[src/rtl/epoch_rtc_pkg.sv]
package epoch_rtc_pkg;
  localparam int unsigned BYTE_W       = 8;
  localparam int unsigned OSC_STOP_BIT = 7;

  typedef logic [BYTE_W-1:0] byte_t;

  typedef enum logic [1:0] {
    SEL_CNT  = 2'd0,
    SEL_CTRL = 2'd1,
    SEL_CHG  = 2'd2,
    SEL_NONE = 2'd3
  } reg_sel_e;
endpackage

[src/rtl/rtc_host_gate.sv]
module rtc_host_gate (
  input  logic req_i,
  input  logic we_i,
  input  logic pwr_fail_i,
  output logic wr_ok_o,
  output logic rd_ok_o,
  output logic reject_o
);
  always_comb begin
    wr_ok_o  = req_i &&  we_i && !pwr_fail_i;
    rd_ok_o  = req_i && !we_i && !pwr_fail_i;
    reject_o = req_i &&  pwr_fail_i;
  end
endmodule

[src/rtl/rtc_addr_dec.sv]
module rtc_addr_dec
  import epoch_rtc_pkg::*;
#(
  parameter int unsigned ADDR_W    = 4,
  parameter int unsigned CNT_BYTES = 4,
  localparam int unsigned IDX_W    = (CNT_BYTES > 1) ? $clog2(CNT_BYTES) : 1
) (
  input  logic [ADDR_W-1:0]    addr_i,
  output reg_sel_e             sel_o,
  output logic [IDX_W-1:0]     idx_o,
  output logic [CNT_BYTES-1:0] cnt_oh_o
);
  localparam logic [ADDR_W-1:0] CTRL_ADDR = ADDR_W'(CNT_BYTES);
  localparam logic [ADDR_W-1:0] CHG_ADDR  = ADDR_W'(CNT_BYTES + 1);

  always_comb begin
    if (addr_i < CTRL_ADDR)       sel_o = SEL_CNT;
    else if (addr_i == CTRL_ADDR) sel_o = SEL_CTRL;
    else if (addr_i == CHG_ADDR)  sel_o = SEL_CHG;
    else                          sel_o = SEL_NONE;
    idx_o = addr_i[IDX_W-1:0];
  end

  for (genvar b = 0; b < CNT_BYTES; b++) begin : g_oh
    assign cnt_oh_o[b] = (addr_i == ADDR_W'(b));
  end
endmodule

[src/rtl/rtc_sec_counter.sv]
module rtc_sec_counter
  import epoch_rtc_pkg::*;
#(
  parameter int unsigned CNT_BYTES = 4,
  localparam int unsigned CNT_W    = CNT_BYTES * BYTE_W
) (
  input  logic                 clk_i,
  input  logic                 rst_ni,
  input  logic                 tick_en_i,
  input  logic [CNT_BYTES-1:0] wr_oh_i,
  input  byte_t                wdata_i,
  output logic [CNT_W-1:0]     count_o
);
  logic [CNT_W-1:0] count_q;
  logic [CNT_W-1:0] load_val;

  // byte merge: written lane takes host data, others keep pre-tick value
  for (genvar b = 0; b < CNT_BYTES; b++) begin : g_lane
    assign load_val[b*BYTE_W +: BYTE_W] =
      wr_oh_i[b] ? wdata_i : count_q[b*BYTE_W +: BYTE_W];
  end

  always_ff @(posedge clk_i or negedge rst_ni) begin
    if (!rst_ni)        count_q <= '0;
    else if (|wr_oh_i)  count_q <= load_val;
    else if (tick_en_i) count_q <= count_q + CNT_W'(1);
  end

  assign count_o = count_q;
endmodule

[src/rtl/rtc_cfg_regs.sv]
module rtc_cfg_regs
  import epoch_rtc_pkg::*;
(
  input  logic  clk_i,
  input  logic  rst_ni,
  input  logic  ctrl_we_i,
  input  logic  chg_we_i,
  input  byte_t wdata_i,
  output logic  osc_stop_o,
  output byte_t chg_o
);
  logic  stop_q;
  byte_t chg_q;

  always_ff @(posedge clk_i or negedge rst_ni) begin
    if (!rst_ni) begin
      stop_q <= 1'b0;
      chg_q  <= '0;
    end else begin
      if (ctrl_we_i) stop_q <= wdata_i[OSC_STOP_BIT];
      if (chg_we_i)  chg_q  <= wdata_i;
    end
  end

  assign osc_stop_o = stop_q;
  assign chg_o      = chg_q;
endmodule

[src/rtl/epoch_rtc_regs.sv]
module epoch_rtc_regs
  import epoch_rtc_pkg::*;
#(
  parameter int unsigned ADDR_W    = 4,
  parameter int unsigned CNT_BYTES = 4
) (
  input  logic              clk_i,
  input  logic              rst_ni,
  input  logic              tick_i,
  input  logic              backup_i,
  input  logic              pwr_fail_i,
  input  logic              req_i,
  input  logic              we_i,
  input  logic [ADDR_W-1:0] addr_i,
  input  logic [7:0]        wdata_i,
  output logic [7:0]        rdata_o,
  output logic              reject_o,
  output logic              osc_run_o
);
  localparam int unsigned CNT_W = CNT_BYTES * BYTE_W;
  localparam int unsigned IDX_W = (CNT_BYTES > 1) ? $clog2(CNT_BYTES) : 1;

  logic                 wr_ok, rd_ok, rej;
  reg_sel_e             sel;
  logic [IDX_W-1:0]     idx;
  logic [CNT_BYTES-1:0] cnt_oh;
  logic [CNT_BYTES-1:0] cnt_wr_oh;
  logic [CNT_W-1:0]     count_q;
  logic                 osc_stop;
  byte_t                chg;
  byte_t                cnt_byte [CNT_BYTES];
  byte_t                rd_mux;
  byte_t                rdata_q;
  logic                 reject_q;

  rtc_host_gate u_gate (
    .req_i      (req_i),
    .we_i       (we_i),
    .pwr_fail_i (pwr_fail_i),
    .wr_ok_o    (wr_ok),
    .rd_ok_o    (rd_ok),
    .reject_o   (rej)
  );

  rtc_addr_dec #(.ADDR_W(ADDR_W), .CNT_BYTES(CNT_BYTES)) u_dec (
    .addr_i   (addr_i),
    .sel_o    (sel),
    .idx_o    (idx),
    .cnt_oh_o (cnt_oh)
  );

  assign cnt_wr_oh = (wr_ok && sel == SEL_CNT) ? cnt_oh : '0;

  rtc_sec_counter #(.CNT_BYTES(CNT_BYTES)) u_cnt (
    .clk_i     (clk_i),
    .rst_ni    (rst_ni),
    .tick_en_i (tick_i && !osc_stop),
    .wr_oh_i   (cnt_wr_oh),
    .wdata_i   (wdata_i),
    .count_o   (count_q)
  );

  rtc_cfg_regs u_cfg (
    .clk_i      (clk_i),
    .rst_ni     (rst_ni),
    .ctrl_we_i  (wr_ok && sel == SEL_CTRL),
    .chg_we_i   (wr_ok && sel == SEL_CHG),
    .wdata_i    (wdata_i),
    .osc_stop_o (osc_stop),
    .chg_o      (chg)
  );

  for (genvar b = 0; b < CNT_BYTES; b++) begin : g_rd
    assign cnt_byte[b] = count_q[b*BYTE_W +: BYTE_W];
  end

  always_comb begin
    unique case (sel)
      SEL_CNT:  rd_mux = cnt_byte[idx];
      SEL_CTRL: rd_mux = byte_t'(osc_stop) << OSC_STOP_BIT;
      SEL_CHG:  rd_mux = chg;
      default:  rd_mux = '0;
    endcase
  end

  always_ff @(posedge clk_i or negedge rst_ni) begin
    if (!rst_ni) begin
      rdata_q  <= '0;
      reject_q <= 1'b0;
    end else begin
      rdata_q  <= rd_ok ? rd_mux : '0;
      reject_q <= rej;
    end
  end

  assign rdata_o   = rdata_q;
  assign reject_o  = reject_q;
  assign osc_run_o = !(backup_i && osc_stop);
endmodule

[config.mk]
export PLATFORM = sky130hd
export DESIGN_NAME = epoch_rtc_regs
export DESIGN_NICKNAME = d
export VERILOG_FILES = /design/src/rtl/epoch_rtc_pkg.sv /design/src/rtl/rtc_host_gate.sv /design/src/rtl/rtc_addr_dec.sv /design/src/rtl/rtc_sec_counter.sv /design/src/rtl/rtc_cfg_regs.sv /design/src/rtl/epoch_rtc_regs.sv
export SDC_FILE = /design/constraint.sdc
export NUM_CORES = 1
export LEC_CHECK = 0
export BUFFER_PORTS_ARGS = -buffer_cell sky130_fd_sc_hd__buf_2
export CELL_PAD_IN_SITES_DETAIL_PLACEMENT = 1
export CELL_PAD_IN_SITES_GLOBAL_PLACEMENT = 1
export CORE_MARGIN = 2
export CORE_UTILIZATION = 50
export CTS_BUF_LIST = sky130_fd_sc_hd__clkbuf_8 sky130_fd_sc_hd__clkbuf_16
export DETAILED_ROUTE_END_ITERATION = 10
export PLACE_DENSITY_LB_ADDON = 0.15
export SLEW_MARGIN = 20
export SYNTH_ARGS = -nofsm -noshare
export SYNTH_HDL_FRONTEND = slang
export SYNTH_SLANG_ARGS = --single-unit
[constraint.sdc]
create_clock -name clk_i -period 3.55 [get_ports clk_i]
set_input_delay 0.1775 -clock clk_i [delete_from_list [all_inputs] [get_ports clk_i]]
set_output_delay 0.1775 -clock clk_i [all_outputs]
set_load 0.02 [all_outputs]
# == After elaboration in Yosys (flattened, before gate mapping) ==
# Index checks and enable logic that the tools add are counted.
# op_classes
addsub,1
n_lt_le_gt_ge,2
n_eq_ne,11
n_mux,15
bitwise_logic,1
n_reduce_logical,22
# ops
cell,count
two-way mux 32 bit,2
two-way mux 8 bit,7
adder 32 x 1 -> 32 bit (second input constant),1
one-hot mux 8 bit (3 select lines),1
binary-select mux 8 bit (select 2 bit),1
logical AND 1 bit,10
== test 4 x 2 -> 1 bit (second input constant),2
== test 4 x 3 -> 1 bit (second input constant),2
inequality test 2 x 1 -> 1 bit (second input constant),4
AND reduction 2 bit,4
== test 4 x 1 -> 1 bit (second input constant),1
zero test 1 bit,4
zero test 4 bit,1
< comparator 4 x 3 -> 1 bit (second input constant),1
two-way mux 2 bit,2
two-way mux 4 bit,1
OR reduction 4 bit,1
>= comparator 3 bit (second input constant),1
NOT 2 -> 3 bit,1
== test 2 x 1 -> 1 bit (second input constant),1
== test 2 bit (second input constant),1
zero test 2 bit,1
nonzero test 2 bit,1
two-way mux 1 bit,1
# totals
regBits,50
input_bits,19
out_inout_bits,10
word_cells,60

# == Longest topological paths before layout ==
# depth
word_depth,10
ltp_mapped,7
ltp_nobuf,6

# == Modules after synthesis ==
# Synthesis repeated with hierarchy kept, for this count alone.
# hier_totals
cells_unflattened,329
hier_area_um2,3161.8
# by_module_without_submodules
module,instances,cells_each,area_each_um2,seq_area_each_um2
rtc_sec_counter,1,239,2029.4,800.8
epoch_rtc_regs,1,58,658.1,225.2
rtc_cfg_regs,1,19,367.9,225.2
rtc_addr_dec,1,10,77.6,0.0
rtc_host_gate,1,3,28.8,0.0

# == Worst setup path before layout ==
# OpenSTA, ideal clock, no wires.
# synth_path
path_type,flip-flop to flip-flop
from,"reg u_cnt.count_q[0], in the netlist u_cnt.count_o[0]"
to,"reg u_cnt.count_q[22], in the netlist u_cnt.count_o[22]"
setup_ns,0.124
arrival_ns,1.796
t_required_ns,3.426
slack_ns,1.630
stages_incl_launch_ff,7
n_path_buf,0
period_less_slack_ns,1.920
cell_sequence,dfrtp_1 ha_1 nand4_2 or4_4 nor4_2 a31oi_1 o31a_1
# synth_between
elab_chain_len,3
# synth_rtl
item,line,rtl
from (decl),rtc_sec_counter.sv:14,logic [CNT_W-1:0] count_q;
from (signal assigned),rtc_sec_counter.sv:25,else if (|wr_oh_i) count_q <= load_val;
from (signal assigned),rtc_sec_counter.sv:26,else if (tick_en_i) count_q <= count_q + CNT_W'(1);
adder 32 x 1 -> 32 bit,rtc_sec_counter.sv:26,
two-way mux 32 bit,rtc_sec_counter.sv:26,
two-way mux 32 bit,rtc_sec_counter.sv:25,
# Every way passes these cells. The select of a mux whose other input is x is not followed.
# A chain may end at the register's enable or synchronous reset.

# == Final worst setup path ==
# layout_path
from,"reg u_cnt.count_q[0], in the netlist u_cnt.count_o[0]"
to,"reg u_cnt.count_q[26], in the netlist u_cnt.count_o[26]"
# Same word-level chain as after synthesis.

==> out/qor.yml <==
status:
  status: "finished clean"
clocking:
  cts_setup_buffers: 0
  h-tree-depth: 2
  clkSinkCount: 50
  cts_root_buf: "clkbuf_8"
  hold_buffers: 1
  insertion_delay_ns: 0.32
  clk_pin_slew_worst_paths_ns: 0.11
  cts_resized: 0
  cts_buffers: 5
  cts_tree: "built"
  clockBufferDepth: 2
pwr:
  p_sw_share_pct: 38.0
  p_clk_share_pct: 21.8
  p_seq_share_pct: 52.8
  internal-power_w: 0.00103
  total_power_w: 0.00167
  combPwrFrac_pct: 25.4
  switchingPower_w: 0.000634
  p_per_area_nw_per_um2: 498
  p_leak_nw: 1.37
  ir_drop_uv: 229
final_layout:
  insertedDiodeCount: 0
  area_delta_synth_final_pct: 8.74
  final_nets: 352
  layout-drive-gt1-share_pct: 24.0
  register_area_um2: 1250
  multiInputGateArea_um2: 1700
  nFillCells: 691
route:
  vias: 2729
  drt_first_pass_iters: 4
  wl_um: 9500
  dr.first_iter.drc_count: 285
  antenna_left: 0
  via_per_inst: 6.69
  drc: 0
  wl_per_cell_um: 23.3
floorplanning:
  io_pins: 29
  initial_core_util_pct: 52.0
  die_area_um2: 6800
  die_width_um: 82.4
  rows: 28
  die_h_um: 82.4
  coreArea_um2: 5920
synthesis:
  yosysWarnings: 0
  syn_inst: 309
  yosysSeqAreaShare_pct: 40.7
  ys_ff_latch: 50
  synthFlopType: "dfrtp_1"
  synth_area_um2: 3080
  yosysUniqueCellTypes: 66
  synthesis.nets: 329
  async_flop_share_pct: 100
  avgSynthCellArea_um2: 9.96
  synth_edf_count: 0
sta:
  fin_skew_ns: 0.0152
  finalHoldViolCount: 0
  tightest_slew_ns: 0.851
  post-route-period-util_pct: 67.0
  slew_viol_final: 0
  relSlewSlack_pct: 43.2
  rsz0062_at_grt: "no"
  max_freq_mhz: 420
  period_minus_slack_ns: 2.38
  tns_ns: 0
  setup_viol: 0
critical_path:
  crit_fanout: 6
  path_class: "reg -> reg"
  critPathRequiredTime_ns: 3.76
  worstRegToRegCells: 6
  cp.arrival_ns: 2.59
  worst_setup_path_start_kind: "flop"
  critPathCaptureType: "flop"
place:
  port_buffers: 28
  hpwl_um: 7200
  gp_congestion: 0.831
grt:
  track_usage_pct: 29.9
  first_global_vias: 2725
  grt_max_degree: 39
  grt_overflow: 0
  grt_pass1_wl_um: 14800
  antenna_found_initial: 0
worst_hold_path:
  hold_path.class: "in -> reg"
  hold_depth: 2
run:
  cap_violations: 0
-- worst paths after layout --
check / start / to / slack, ns
min in group asynchronous: rst_ni / u_cnt.count_o[31] / 0.38
hold / removal: pwr_fail_i / reject_o / 0.11
hold reg to reg: u_cfg.chg_o[7] / u_cfg.chg_o[7] / 0.52
setup / recovery: u_cnt.count_o[0] / u_cnt.count_o[26] / 1.17
setup reg to reg: u_cnt.count_o[0] / u_cnt.count_o[26] / 1.17
max in group asynchronous: rst_ni / rdata_o[3] / 2.40
-- power groups by stage --
| stage | Sequential (W) | Combinational [W] | Clock, W |
|---|---|---|---|
| 2_1_floorplan | 0.000798 | 0.000357 | 0 |
| 3_3_place_gp | 0.000877 | 0.000400 | 0 |
| 6_report | 0.000881 | 0.000424 | 0.000363 |
| 4_1_cts | 0.000875 | 0.000425 | 0.000365 |
| 5_1_grt | 0.000899 | 0.000467 | 0.000389 |
| 3_5_place_dp | 0.000888 | 0.000421 | 0 |
-- flip-flops by register name (all words and copies together) (netlist names) --
name              cells
u_cnt.count_o        32
rdata_o               8
u_cfg.chg_o           8
reject_o              1
u_cfg.osc_stop_o      1
-- kinds of logic (layout without fill, tap and decap cells) --
family | after synthesis | in the layout | synth area share (%)
flip-flops | 50 | 50 | 40.7
adder cells (fa/ha/maj) | 1 | 1 | 0.407
AO/OA/AOI/OAI | 97 | 97 | 22.5
multiplexers | 22 | 22 | 10.8
AND/OR/NAND/NOR | 117 | 117 | 21.6
buffers and inverters | 22 | 46 | 3.94
-- critical path: stages (launching register included) --
cell	delay [ns]
dfrtp_1	0.43
ha_1	0.29
nand4_2	0.17
nor4_2	0.62
and2_0	0.39
a41oi_1	0.16
o22a_1	0.20
-- cell usage after synthesis, types with 2 or more instances --
cell	count	area, µm²
nand4_1	8	50.1
nor3_1	4	20.0
mux2i_1	4	40.0
clkbuf_1	4	15.0
and4_1	3	26.3
a311oi_1	2	17.5
o31a_1	2	17.5
nor4b_1	2	17.5
inv_1	4	15.0
a2bb2oi_1	3	26.3
o22a_1	14	123
dfrtp_1	50	1250
a31oi_1	11	68.8
a31o_2	5	43.8
a21oi_1	26	130
buf_6	3	33.8
nand3_1	14	70.1
nor2_1	26	97.6
o21a_1	2	15.0
nor4_2	3	37.5
o21ai_0	5	25.0
a221oi_1	2	17.5
buf_2	10	50.1
nor4_1	2	12.5
and2_0	2	12.5
mux4_2	8	180
a22oi_1	7	52.6
nor2_2	2	12.5
a41oi_1	2	17.5
and2_1	5	31.3
nand2_1	21	78.8
o22ai_1	3	18.8
mux2_2	10	113
and3_1	8	50.1
-- cell usage in the layout, fill, tap and decap left out, types with 7 or more instances in the layout --
cell type / synthesis / layout
nand3_1: 14 / 14
dfrtp_1: 50 / 50
mux4_2: 8 / 8
a31oi_1: 11 / 11
buf_2: 10 / 28
o22a_1: 14 / 14
mux2_2: 10 / 10
nand2_1: 21 / 21
a22oi_1: 7 / 7
and3_1: 8 / 8
nand4_1: 8 / 8
a21oi_1: 26 / 26
nor2_1: 26 / 26
-- area by class of cell --
class	instances	share of cell area, %
multi-input cells	237	50.9
flip-flops and latches	50	37.4
repair buffers	34	5.61
well taps	75	2.80
clock buffers	5	2.06
clock inverters	3	0.748
inverters	4	0.449
-- metal layers --
metal,GRT usage (%),wire length [µm]
met5,0,0
met4,8.83,227
met3,3.80,510
met2,49.4,4680
met1,41.1,4080
-- through the flow --
step	area, µm²	util [%]	setup slack, ns	cells	hold WS [ns]
floorplan	3080	-	1.63	309	-0.118
global placement	3240	54.8	1.32	399	0.202
detailed placement	3240	54.8	1.18	399	0.203
CTS	3350	56.5	1.17	408	0.111
global route	3350	56.5	1.01	408	0.117
finish	3350	56.5	1.17	408	0.108
Power figures use the tool's default switching activity.
